`src/rtl/ebw_pkg.sv`:
```
package ebw_pkg;

    typedef enum logic {
        ST_IDLE   = 1'b0,
        ST_ACCESS = 1'b1
    } ebw_state_e;

endpackage

```
`src/rtl/ebw_ack_sync.sv`:
```
// Acknowledge sampling path: one flop in synchronous mode, the full chain in
// asynchronous mode. The chain is held clear while no access is running.
module ebw_ack_sync #(
    parameter int STAGES = 2
) (
    input  logic clk,
    input  logic rst_n,
    input  logic active,
    input  logic async_mode,
    input  logic ack_in,
    output logic ack_seen
);

    localparam int LAST = STAGES - 1;

    logic [STAGES-1:0] chain_d;
    logic [STAGES-1:0] chain_q;

    always_comb begin
        chain_d = '0;
        if (active) begin
            chain_d[0] = ack_in;
            for (int i = 1; i < STAGES; i++) begin
                chain_d[i] = chain_q[i-1];
            end
        end
    end

    always_ff @(posedge clk or negedge rst_n) begin
        if (!rst_n) begin
            chain_q <= '0;
        end else begin
            chain_q <= chain_d;
        end
    end

    assign ack_seen = async_mode ? chain_q[LAST] : chain_q[0];

endmodule

```
`src/rtl/ebw_attr_decode.sv`:
```
// Region match for the address-attribute lines with per-line polarity.
module ebw_attr_decode #(
    parameter int NATTR = 2,
    parameter int RW    = 2
) (
    input  logic [RW-1:0]       addr_top,
    input  logic                active,
    input  logic [NATTR*RW-1:0] sel,
    input  logic [NATTR-1:0]    pol,
    output logic [NATTR-1:0]    attr
);

    for (genvar k = 0; k < NATTR; k++) begin : g_attr
        logic hit;
        assign hit     = active && (addr_top == sel[k*RW +: RW]);
        assign attr[k] = hit ? pol[k] : ~pol[k];
    end

endmodule

```
`src/rtl/ebw_seq.sv`:
```
// Access sequencer: latches a request, counts wait states, waits for the
// acknowledge where it applies, captures read data and pulses ready.
module ebw_seq
    import ebw_pkg::*;
#(
    parameter int AW = 16,
    parameter int DW = 8,
    parameter int WW = 4
) (
    input  logic          clk,
    input  logic          rst_n,
    input  logic          accept_en,
    input  logic [WW-1:0] cfg_wait,
    input  logic          req,
    input  logic          we,
    input  logic          dram,
    input  logic [AW-1:0] addr,
    input  logic [DW-1:0] wdata,
    input  logic [DW-1:0] din,
    input  logic          ack_seen,
    output logic          active,
    output logic          we_q,
    output logic [AW-1:0] addr_q,
    output logic [DW-1:0] wdata_q,
    output logic [DW-1:0] rdata_q,
    output logic          ready_q
);

    typedef struct packed {
        ebw_state_e    st;
        logic [WW-1:0] cnt;
        logic          nowait;
        logic          we;
        logic          dram;
        logic [AW-1:0] addr;
        logic [DW-1:0] wdata;
        logic [DW-1:0] rdata;
        logic          ready;
    } seq_t;

    seq_t s_d;
    seq_t s_q;
    logic cnt_done;
    logic may_end;

    assign cnt_done = (s_q.cnt == '0);
    assign may_end  = s_q.nowait || s_q.dram || ack_seen;

    always_comb begin
        s_d       = s_q;
        s_d.ready = 1'b0;
        unique case (s_q.st)
            ST_IDLE: begin
                if (req && accept_en) begin
                    s_d.st     = ST_ACCESS;
                    s_d.cnt    = cfg_wait;
                    s_d.nowait = (cfg_wait == '0);
                    s_d.we     = we;
                    s_d.dram   = dram;
                    s_d.addr   = addr;
                    s_d.wdata  = wdata;
                end
            end
            ST_ACCESS: begin
                if (!cnt_done) begin
                    s_d.cnt = s_q.cnt - 1'b1;
                end else if (may_end) begin
                    s_d.st    = ST_IDLE;
                    s_d.ready = 1'b1;
                    if (!s_q.we) begin
                        s_d.rdata = din;
                    end
                end
            end
            default: s_d.st = ST_IDLE;
        endcase
    end

    always_ff @(posedge clk or negedge rst_n) begin
        if (!rst_n) begin
            s_q <= '{st: ST_IDLE, default: '0};
        end else begin
            s_q <= s_d;
        end
    end

    assign active  = (s_q.st == ST_ACCESS);
    assign we_q    = s_q.we;
    assign addr_q  = s_q.addr;
    assign wdata_q = s_q.wdata;
    assign rdata_q = s_q.rdata;
    assign ready_q = s_q.ready;

endmodule

```
`src/rtl/ext_bus_waitctl.sv`:
```
module ext_bus_waitctl #(
    parameter int AW         = 16,
    parameter int DW         = 8,
    parameter int WW         = 4,
    parameter int NATTR      = 2,
    parameter int RW         = 2,
    parameter int ACK_STAGES = 2
) (
    input  logic                clk,
    input  logic                rst_n,
    input  logic                lowpwr_i,
    input  logic [WW-1:0]       cfg_wait_i,
    input  logic                cfg_ack_async_i,
    input  logic [NATTR-1:0]    cfg_attr_pol_i,
    input  logic [NATTR*RW-1:0] cfg_attr_sel_i,
    input  logic                req_i,
    input  logic                we_i,
    input  logic                dram_i,
    input  logic [AW-1:0]       addr_i,
    input  logic [DW-1:0]       wdata_i,
    output logic                ready_o,
    output logic [DW-1:0]       rdata_o,
    output logic [AW-1:0]       bus_addr_o,
    output logic                bus_rd_n_o,
    output logic                bus_wr_n_o,
    output logic                ctl_oe_o,
    output logic [DW-1:0]       bus_d_o,
    input  logic [DW-1:0]       bus_d_i,
    output logic                bus_d_oe_o,
    output logic [NATTR-1:0]    bus_attr_o,
    input  logic                bus_ack_i
);

    logic          active;
    logic          we_q;
    logic          ack_seen;
    logic [AW-1:0] addr_q;

    ebw_ack_sync #(
        .STAGES(ACK_STAGES)
    ) u_ack (
        .clk       (clk),
        .rst_n     (rst_n),
        .active    (active),
        .async_mode(cfg_ack_async_i),
        .ack_in    (bus_ack_i),
        .ack_seen  (ack_seen)
    );

    ebw_seq #(
        .AW(AW),
        .DW(DW),
        .WW(WW)
    ) u_seq (
        .clk      (clk),
        .rst_n    (rst_n),
        .accept_en(!lowpwr_i),
        .cfg_wait (cfg_wait_i),
        .req      (req_i),
        .we       (we_i),
        .dram     (dram_i),
        .addr     (addr_i),
        .wdata    (wdata_i),
        .din      (bus_d_i),
        .ack_seen (ack_seen),
        .active   (active),
        .we_q     (we_q),
        .addr_q   (addr_q),
        .wdata_q  (bus_d_o),
        .rdata_q  (rdata_o),
        .ready_q  (ready_o)
    );

    ebw_attr_decode #(
        .NATTR(NATTR),
        .RW   (RW)
    ) u_attr (
        .addr_top(addr_q[AW-1 -: RW]),
        .active  (active),
        .sel     (cfg_attr_sel_i),
        .pol     (cfg_attr_pol_i),
        .attr    (bus_attr_o)
    );

    assign bus_addr_o = addr_q;
    assign bus_rd_n_o = !(active && !we_q);
    assign bus_wr_n_o = !(active && we_q);
    assign ctl_oe_o   = rst_n && !lowpwr_i;
    assign bus_d_oe_o = ctl_oe_o && active && we_q;

endmodule

```
`config.mk`:
```
export PLATFORM = sky130hd
export DESIGN_NAME = ext_bus_waitctl
export DESIGN_NICKNAME = d
export VERILOG_FILES = /design/src/rtl/ebw_pkg.sv /design/src/rtl/ebw_ack_sync.sv /design/src/rtl/ebw_attr_decode.sv /design/src/rtl/ebw_seq.sv /design/src/rtl/ext_bus_waitctl.sv
export SDC_FILE = /design/constraint.sdc
export NUM_CORES = 1
export LEC_CHECK = 0
export ABC_AREA = 1
export BUFFER_PORTS_ARGS = -buffer_cell sky130_fd_sc_hd__buf_2
export CORE_UTILIZATION = 30
export CTS_CLUSTER_SIZE = 24
export DETAILED_ROUTE_END_ITERATION = 10
export PLACE_DENSITY_LB_ADDON = 0.3
export SLEW_MARGIN = 20
export SYNTH_ARGS = -nofsm -noshare
export SYNTH_HDL_FRONTEND = slang
export SYNTH_SLANG_ARGS = --single-unit
```
`constraint.sdc`:
```
create_clock -name clk -period 1.95 [get_ports clk]
set_clock_uncertainty 0.2 [all_clocks]
set_input_delay 0.0975 -clock clk [delete_from_list [all_inputs] [get_ports clk]]
set_output_delay 0.0975 -clock clk [all_outputs]
set_load 0.03 [all_outputs]
```
Word level (Yosys, flattened, before mapping)
Index checks and enable logic that the tools add are counted.
- mux-type cells: 12
- reductions and logical operators: 19
- equal/unequal tests: 4
- bitwise logic cells: 4
- add/subtract/negate cells: 1
- operators with widths (operator ; number):
    $mux W32 ; 1
    $pmux W5 S2 ; 1
    $logic_and A1 B1 Y1 ; 8
    $logic_not A4 Y1 ; 2
    $mux W1 ; 8
    $eq A2 B2 Y1 ; 2
    $logic_not A1 Y1 ; 4
    $mux W4 ; 1
    $not A1 Y1 ; 4
    $reduce_and A2 Y1 ; 2
    $reduce_and A4 Y1 ; 1
    $sub A4 B1 Y4 const B ; 1
    $logic_or A1 B1 Y1 ; 2
    $mux W2 ; 1
    $ne A2 B1 Y1 const B ; 1
    $ne A2 B2 Y1 const B ; 1
- logic and storage cells: 50
- bits in registers: 43
- output and inout bits: 39

Longest topological paths before layout
Gate-level depths: netlist of run 1.
- word-level depth: 5
- depth in mapped cells: 8
- depth with buffers taken out: 7

Hierarchy
Synthesis of run 1 repeated with hierarchy kept, for this count alone.
- cell total of the unflattened synthesis: 287
- area total of the unflattened synthesis: 2219.6 um^2
- by module, submodules not included (module ; cells an instance ; sequential area each (um^2) ; area an instance (um^2) ; times used):
    ebw_seq ; 236 ; 1026.0 ; 1970.6 ; 1
    ebw_attr_decode ; 34 ; 0.0 ; 137.6 ; 1
    ebw_ack_sync ; 10 ; 50.0 ; 80.1 ; 1
    ext_bus_waitctl ; 7 ; 0.0 ; 31.3 ; 1

Worst setup path before layout of run 1
No wires, ideal clock.
- kind: register to output
- start point: register u_seq.s_q, in the netlist u_seq.active
- end point: output port bus_d_oe_o
- cell stages (with the launch flop): 4
- buffers on the path: 1
- data arrival time: 1.387 ns
- slack: 0.265 ns
- path through: dfrtp_1 > buf_6 > nand2_1 > nor3_1
- longest elaborated chain between the ends: 2
- RTL lines (what ; line ; source):
    start: declaration ; ebw_seq.sv:42 ; seq_t s_q;
    start signal: assignment ; ebw_seq.sv:81 ; s_q <= '{st: ST_IDLE, default: '0};
    start signal: assignment ; ebw_seq.sv:83 ; s_q <= s_d;
    $logic_and A1 B1 Y1 (2 in a row) ; ext_bus_waitctl.sv:89 ; assign bus_d_oe_o = ctl_oe_o && active && we_q;
    end: declaration ; ext_bus_waitctl.sv:29 ; output logic bus_d_oe_o,
No other way between the ends.

Worst setup path in the final report of run 1
- start point: register u_seq.s_q, in the netlist u_seq.addr_q[14]
- end point: output port bus_attr_o[1]
- longest elaborated chain between the ends: 3
- RTL lines (what ; line ; source):
    $eq A2 B2 Y1 ; ebw_attr_decode.sv:15 ; assign hit = active && (addr_top == sel[k*RW +: RW]);
    $logic_and A1 B1 Y1 ; ebw_attr_decode.sv:15 ;
    $mux W1 ; ebw_attr_decode.sv:16 ; assign attr[k] = hit ? pol[k] : ~pol[k];
    end: declaration ; ext_bus_waitctl.sv:30 ; output logic [NATTR-1:0] bus_attr_o,
No other way between the ends.

==> results_dict.tcl, run 1 <==
set metrics [dict create \
    rows 30 \
    hpwl_um 3401 \
    num_vias 1856 \
    drv_slew 0 \
    ir_drop_uv 398.1 \
    max_cap_viol_count 0 \
    avgSynthCellArea_um2 8.471 \
    crit_arrival_ns 1.44 \
    power.total_mw 4.507 \
    cp-end-kind "primary output" \
    cp_cell_sequence "inv_1 > or2_2 > nand3_1 > xor2_1 > buf_2" \
    place_congestion 0.7720 \
    gr-total-overflow 0 \
    numPortBuffers 88 \
    fin_crit_sh_pct 89.24 \
    drt_pass1_iterations 4 \
    startpoint_type "flip-flop" \
    setup_viol 0 \
    worstPathMaxFanout 5 \
    synth-seq-cells 43 \
    diodes 0 \
    final_cell_mix "nand2_1 (104), buf_2 (88), dlygate4sd3_1 (42), dfrtp_1 (42), inv_1 (19)" \
    dpl_cell_area_um2 2477 \
    cts.sinks 43 \
    ant_nets 0 \
    cts.clk_slew.worst_paths_ns 0.08 \
    whs_ns 0.02484 \
    fin_util_pct 43.57 \
    p_leak_nw 1.654 \
    fin_area_um2 3009 \
    r2r_setup_slack_ns 0.35 \
    min_path_type "in2reg" \
    rsz0062_at_grt "false" \
    syn_area_um2 2177 \
    dr.first_iter.drc_count 51 \
    h-tree-depth 2 \
    max_freq_mhz 574.7 \
    post-place-ws_ns 0.3016 \
    via_per_inst 4.070 \
    layout.cells.non_filler 456 \
    wl_um 4918 \
    outcome "finished, final reports clean" \
    cts-root-buf "clkbuf_8" \
    cts_tree "yes" \
    power_density_nw_per_um2 1498 \
    clockBufferDepth 2 \
    fp.dieH_um 87.19 \
    synthCells 257 \
    syn2layout_area_growth_pct 38.22 \
    final.setup.worst_slack_ns 0.2098 \
    worstSetupStartpoint "u_seq.addr_q[14]" \
    remaining_drc_errors 0 \
    grt_max_degree 44 \
    reg2reg_to "u_seq.rdata_q[3]" \
    synth_top_area_cell "dfrtp_1" \
    worst_path_max_delay_cell "dfrtp_1" \
    synthTopCellsByArea "dfrtp_1 (49%), nand2_1 (18%), buf_4 (11%)" \
    relSlewSlack_pct 63.31 \
    period_needed_ns 1.740 \
    pin_count 89 \
    dieArea_um2 7601 \
    antenna_found_initial 0 \
    holdCritStartpoint "lowpwr_i" \
    finalHoldViolCount 0 \
    ys_warn_count 0 \
    numCtsBuffers 5 \
    rr_worst_depth 7 \
    synth_top_area_share_pct 49.43 \
    drive_above_1_share_pct 33.33 \
    track_usage_pct 13.72 \
    setup_tns_ns 0 \
    reg2reg_from "u_seq.s_q[36]" \
    final_common_cell "nand2_1" \
    grt_pass1_vias 1776 \
    synth_cell_types 25 \
    fp.dieW_um 87.19 \
    required_ns 1.65 \
    nNetsFinal 412 \
    avgRoutedWirePerCell_um 10.79 \
    place_inst 406 \
    worstMarginPinSlew_ns 0.5503 \
    initial_core_util_pct 31.52 \
    endpoint "bus_attr_o[1]" \
    worstSetupPathType "reg2out" \
    insertion_delay_ns 0.30 \
    seq_area_frac_synth_pct 49.43 \
    syn_nets 309 \
    grt_pass1_wl_um 8059 \
    coreArea_um2 6907 \
    slowest_delay_ns 0.35 \
]
## what timing repair did
action	4_1_cts	5_1_grt
setup buffers	0	1
endpoints found under the hold margin	84	0
resized for setup	0	1
hold buffers	42	0
endpoints found under the setup margin	0	2
## per-layer routing
metal / routed length, um / global-route usage (%) / vias up / share of wire (%)
met2: 2256 / 23.05 / 61 / 46
met4: 62 / 4.471 / 0 / 1.3
met5: 0 / 0 / - / 0
li1: - / - / 946 / -
met1: 2297 / 17.42 / 842 / 47
met3: 302 / 3.223 / 7 / 6.1
## flip-flops by register name (all words and copies together), names as in the netlist
signal and cells:
u_seq.s_q 6, u_seq.ready_q 1, u_seq.we_q 1, u_seq.wdata_q 8, u_seq.active 1, u_ack.chain_q 2, u_seq.addr_q 16, u_seq.rdata_q 8
## worst max-delay path, delay by kind of cell, from the launching register on
family / cells / cell delay [ns]
xor gates and xnor gates: 1 / 0.14
buffers and inverters: 2 / 0.28
DFF: 1 / 0.35
and+or+nand+nor: 2 / 0.38
## cells in the mapped netlist, drive strengths merged
master  instances
buf            39
a21oi           5
ha              2
nor3            1
inv            21
or2             1
nor2           12
xnor2           2
nand2         107
dfrtp          43
o21ai          14
nand3           8
xor2            2
## cell type report
type | count | area (um^2)
Clock inverter | 1 | 30.03
Multi-Input combinational cell | 154 | 729.5
Timing Repair Buffer | 135 | 898.4
Sequential cell | 43 | 1077
Clock buffer | 6 | 72.57
Fill cell | 708 | 3897
Tap cell | 96 | 120.1
Inverter | 21 | 81.33
## cells by family after synthesis
group / count (synthesis) / share of synthesized area [%]
and+or+nand+nor: 129 / 24.83
buffers and inverters: 60 / 17.07
DFF: 43 / 49.43
AOI/OAI and AO/OA: 19 / 5.920
xor gates and xnor gates: 4 / 1.609
adders and majority gates: 2 / 1.149
## where the power goes
group	switching [mW]	internal, mW	total (mW)
Combinational	1.55	0.746	2.29
Sequential	0.240	1.30	1.54
Clock	0.294	0.376	0.669
## worst min-delay path by stage
stage | end | slack, ns | depth (start not counted)
after global routing | u_seq.active | 0.03 | 4
after global placement | u_seq.addr_q[11] | 0.04 | 2
after detailed placement | u_seq.addr_q[7] | 0.03 | 2
after floorplan | u_ack.chain_q[0] | -0.40 | 0
final | u_seq.active | 0.02 | 4
after CTS | u_seq.active | 0.01 | 4
No activity file was read; power rests on OpenSTA's default activity.
==> inputs of run 2 (changes only) <==
--- a/config.mk
+++ b/config.mk
@@ -10,7 +10,7 @@
 export CORE_UTILIZATION = 30
 export CTS_CLUSTER_SIZE = 24
 export DETAILED_ROUTE_END_ITERATION = 10
-export PLACE_DENSITY_LB_ADDON = 0.3
+export PLACE_DENSITY = 0.51
 export SLEW_MARGIN = 20
 export SYNTH_ARGS = -nofsm -noshare
 export SYNTH_HDL_FRONTEND = slang
==> results_dict.tcl, run 2 (synthesized netlist as in run 1, its figures left out) <==
set metrics [dict create \
    startpoint_type "flip-flop" \
    setup_viol 0 \
    fp.dieW_um 87.19 \
    crit_arrival_ns 1.44 \
    clockBufferDepth 2 \
    insertion_delay_ns 0.29 \
    pin_count 89 \
    coreArea_um2 6907 \
    reg2reg_to "u_seq.rdata_q[2]" \
    required_ns 1.65 \
    ant_nets 0 \
    power_density_nw_per_um2 1488 \
    rsz0062_at_grt "false" \
    syn2layout_area_growth_pct 39.66 \
    r2r_setup_slack_ns 0.35 \
    p_leak_nw 1.671 \
    holdCritStartpoint "cfg_ack_async_i" \
    drive_above_1_share_pct 33.43 \
    gr-total-overflow 0 \
    worstPathMaxFanout 5 \
    cts.clk_slew.worst_paths_ns 0.08 \
    drv_slew 0 \
    worstMarginPinSlew_ns 0.5569 \
    wl_um 4950 \
    reg2reg_from "u_seq.s_q[36]" \
    fin_crit_sh_pct 89.08 \
    holdPathStages 5 \
    diodes 0 \
    min_path_type "in2reg" \
    dieArea_um2 7601 \
    max_cap_viol_count 0 \
    cts-root-buf "clkbuf_8" \
    h-tree-depth 2 \
    grt_pass1_vias 1858 \
    numCtsBuffers 5 \
    fin_util_pct 44.02 \
    relSlewSlack_pct 62.87 \
    ctsResizeCount 0 \
    ctsHoldBuffers 43 \
    fillers 740 \
    period_needed_ns 1.737 \
    track_usage_pct 13.97 \
    grt_pass1_wl_um 8169 \
    initial_core_util_pct 31.52 \
    final_cell_mix "nand2_1 (104), buf_2 (88), dlygate4sd3_1 (43), dfrtp_1 (43), inv_1 (19)" \
    via_per_inst 4.098 \
    rows 30 \
    drt_pass1_iterations 4 \
    cts.sinks 43 \
    remaining_drc_errors 0 \
    setup_tns_ns 0 \
    nNetsFinal 413 \
    max_freq_mhz 575.7 \
    largest_reg_flops 16 \
    rr_worst_depth 7 \
    outcome "finished, final reports clean" \
    worstSetupPathType "reg2out" \
    dr.first_iter.drc_count 44 \
    finalHoldViolCount 0 \
    cts_tree "yes" \
    final_common_cell "nand2_1" \
    hold_end "u_seq.ready_q" \
    place_congestion 0.7474 \
    hpwl_um 3256 \
    fp.dieH_um 87.19 \
    grt_max_degree 44 \
    post_cts_buffers 0 \
    numPortBuffers 88 \
    avgRoutedWirePerCell_um 10.81 \
    ir_drop_uv 523.5 \
    cp-end-kind "primary output" \
    antenna_found_initial 0 \
    num_vias 1877 \
]
-- run 2: report_power, final --
part           internal, mW  switching [mW]  total [mW]
logic                 0.755            1.55        2.30
clock network         0.381           0.311       0.692
registers              1.30           0.227        1.53
-- run 2: critical path: stages, from the launching register on --
cell     delay (ns)
dfrtp_1        0.34
inv_1          0.09
or2_2          0.28
nand3_1        0.09
xor2_1         0.14
buf_2          0.21
-- run 2: how the worst max path moves through the flow --
stage	start	end	slack, ns
floorplan	u_seq.active	bus_d_oe_o	0.27
global placement	u_seq.s_q[36]	u_seq.rdata_q[4]	0.39
detailed placement	u_seq.s_q[36]	u_seq.rdata_q[2]	0.35
CTS	u_seq.addr_q[14]	bus_attr_o[1]	0.19
global route	u_seq.addr_q[14]	bus_attr_o[1]	0.07
finish	u_seq.addr_q[14]	bus_attr_o[1]	0.21
-- run 2: cell type report --
| class | instances | area, um^2 | share of cell area, % |
|---|---|---|---|
| Sequential cell | 43 | 1076 | 35.39 |
| Timing Repair Buffer | 136 | 920.9 | 30.29 |
| Multi-Input combinational cell | 154 | 729.5 | 23.99 |
| Tap cell | 96 | 120.1 | 3.951 |
| Inverter | 21 | 81.33 | 2.675 |
| Clock buffer | 5 | 68.82 | 2.263 |
| Clock inverter | 3 | 43.79 | 1.440 |
-- run 2: metal layers --
metal  GRT usage [%]  routed length, um  vias to the layer above
met1           17.86               2376                      860
met5               0                  0                        -
met4           4.024                 50                        0
met2           23.77               2269                       55
met3           3.033                253                        5
li1                -                  -                      957
-- run 2: per-stage QoR --
step	hold WS (ns)	std cells	worst slack (ns)	total power, mW	cell area (um^2)
3_5_place_dp	0.07275	407	0.3544	3.807	2497
2_1_floorplan	-0.3981	257	0.2650	3.624	2177
3_3_place_gp	0.07531	407	0.3862	3.780	2497
5_1_grt	0.07706	458	0.06683	4.883	3040
6_report	0.03982	458	0.2129	4.525	3040
4_1_cts	0.03074	458	0.1862	4.585	3040
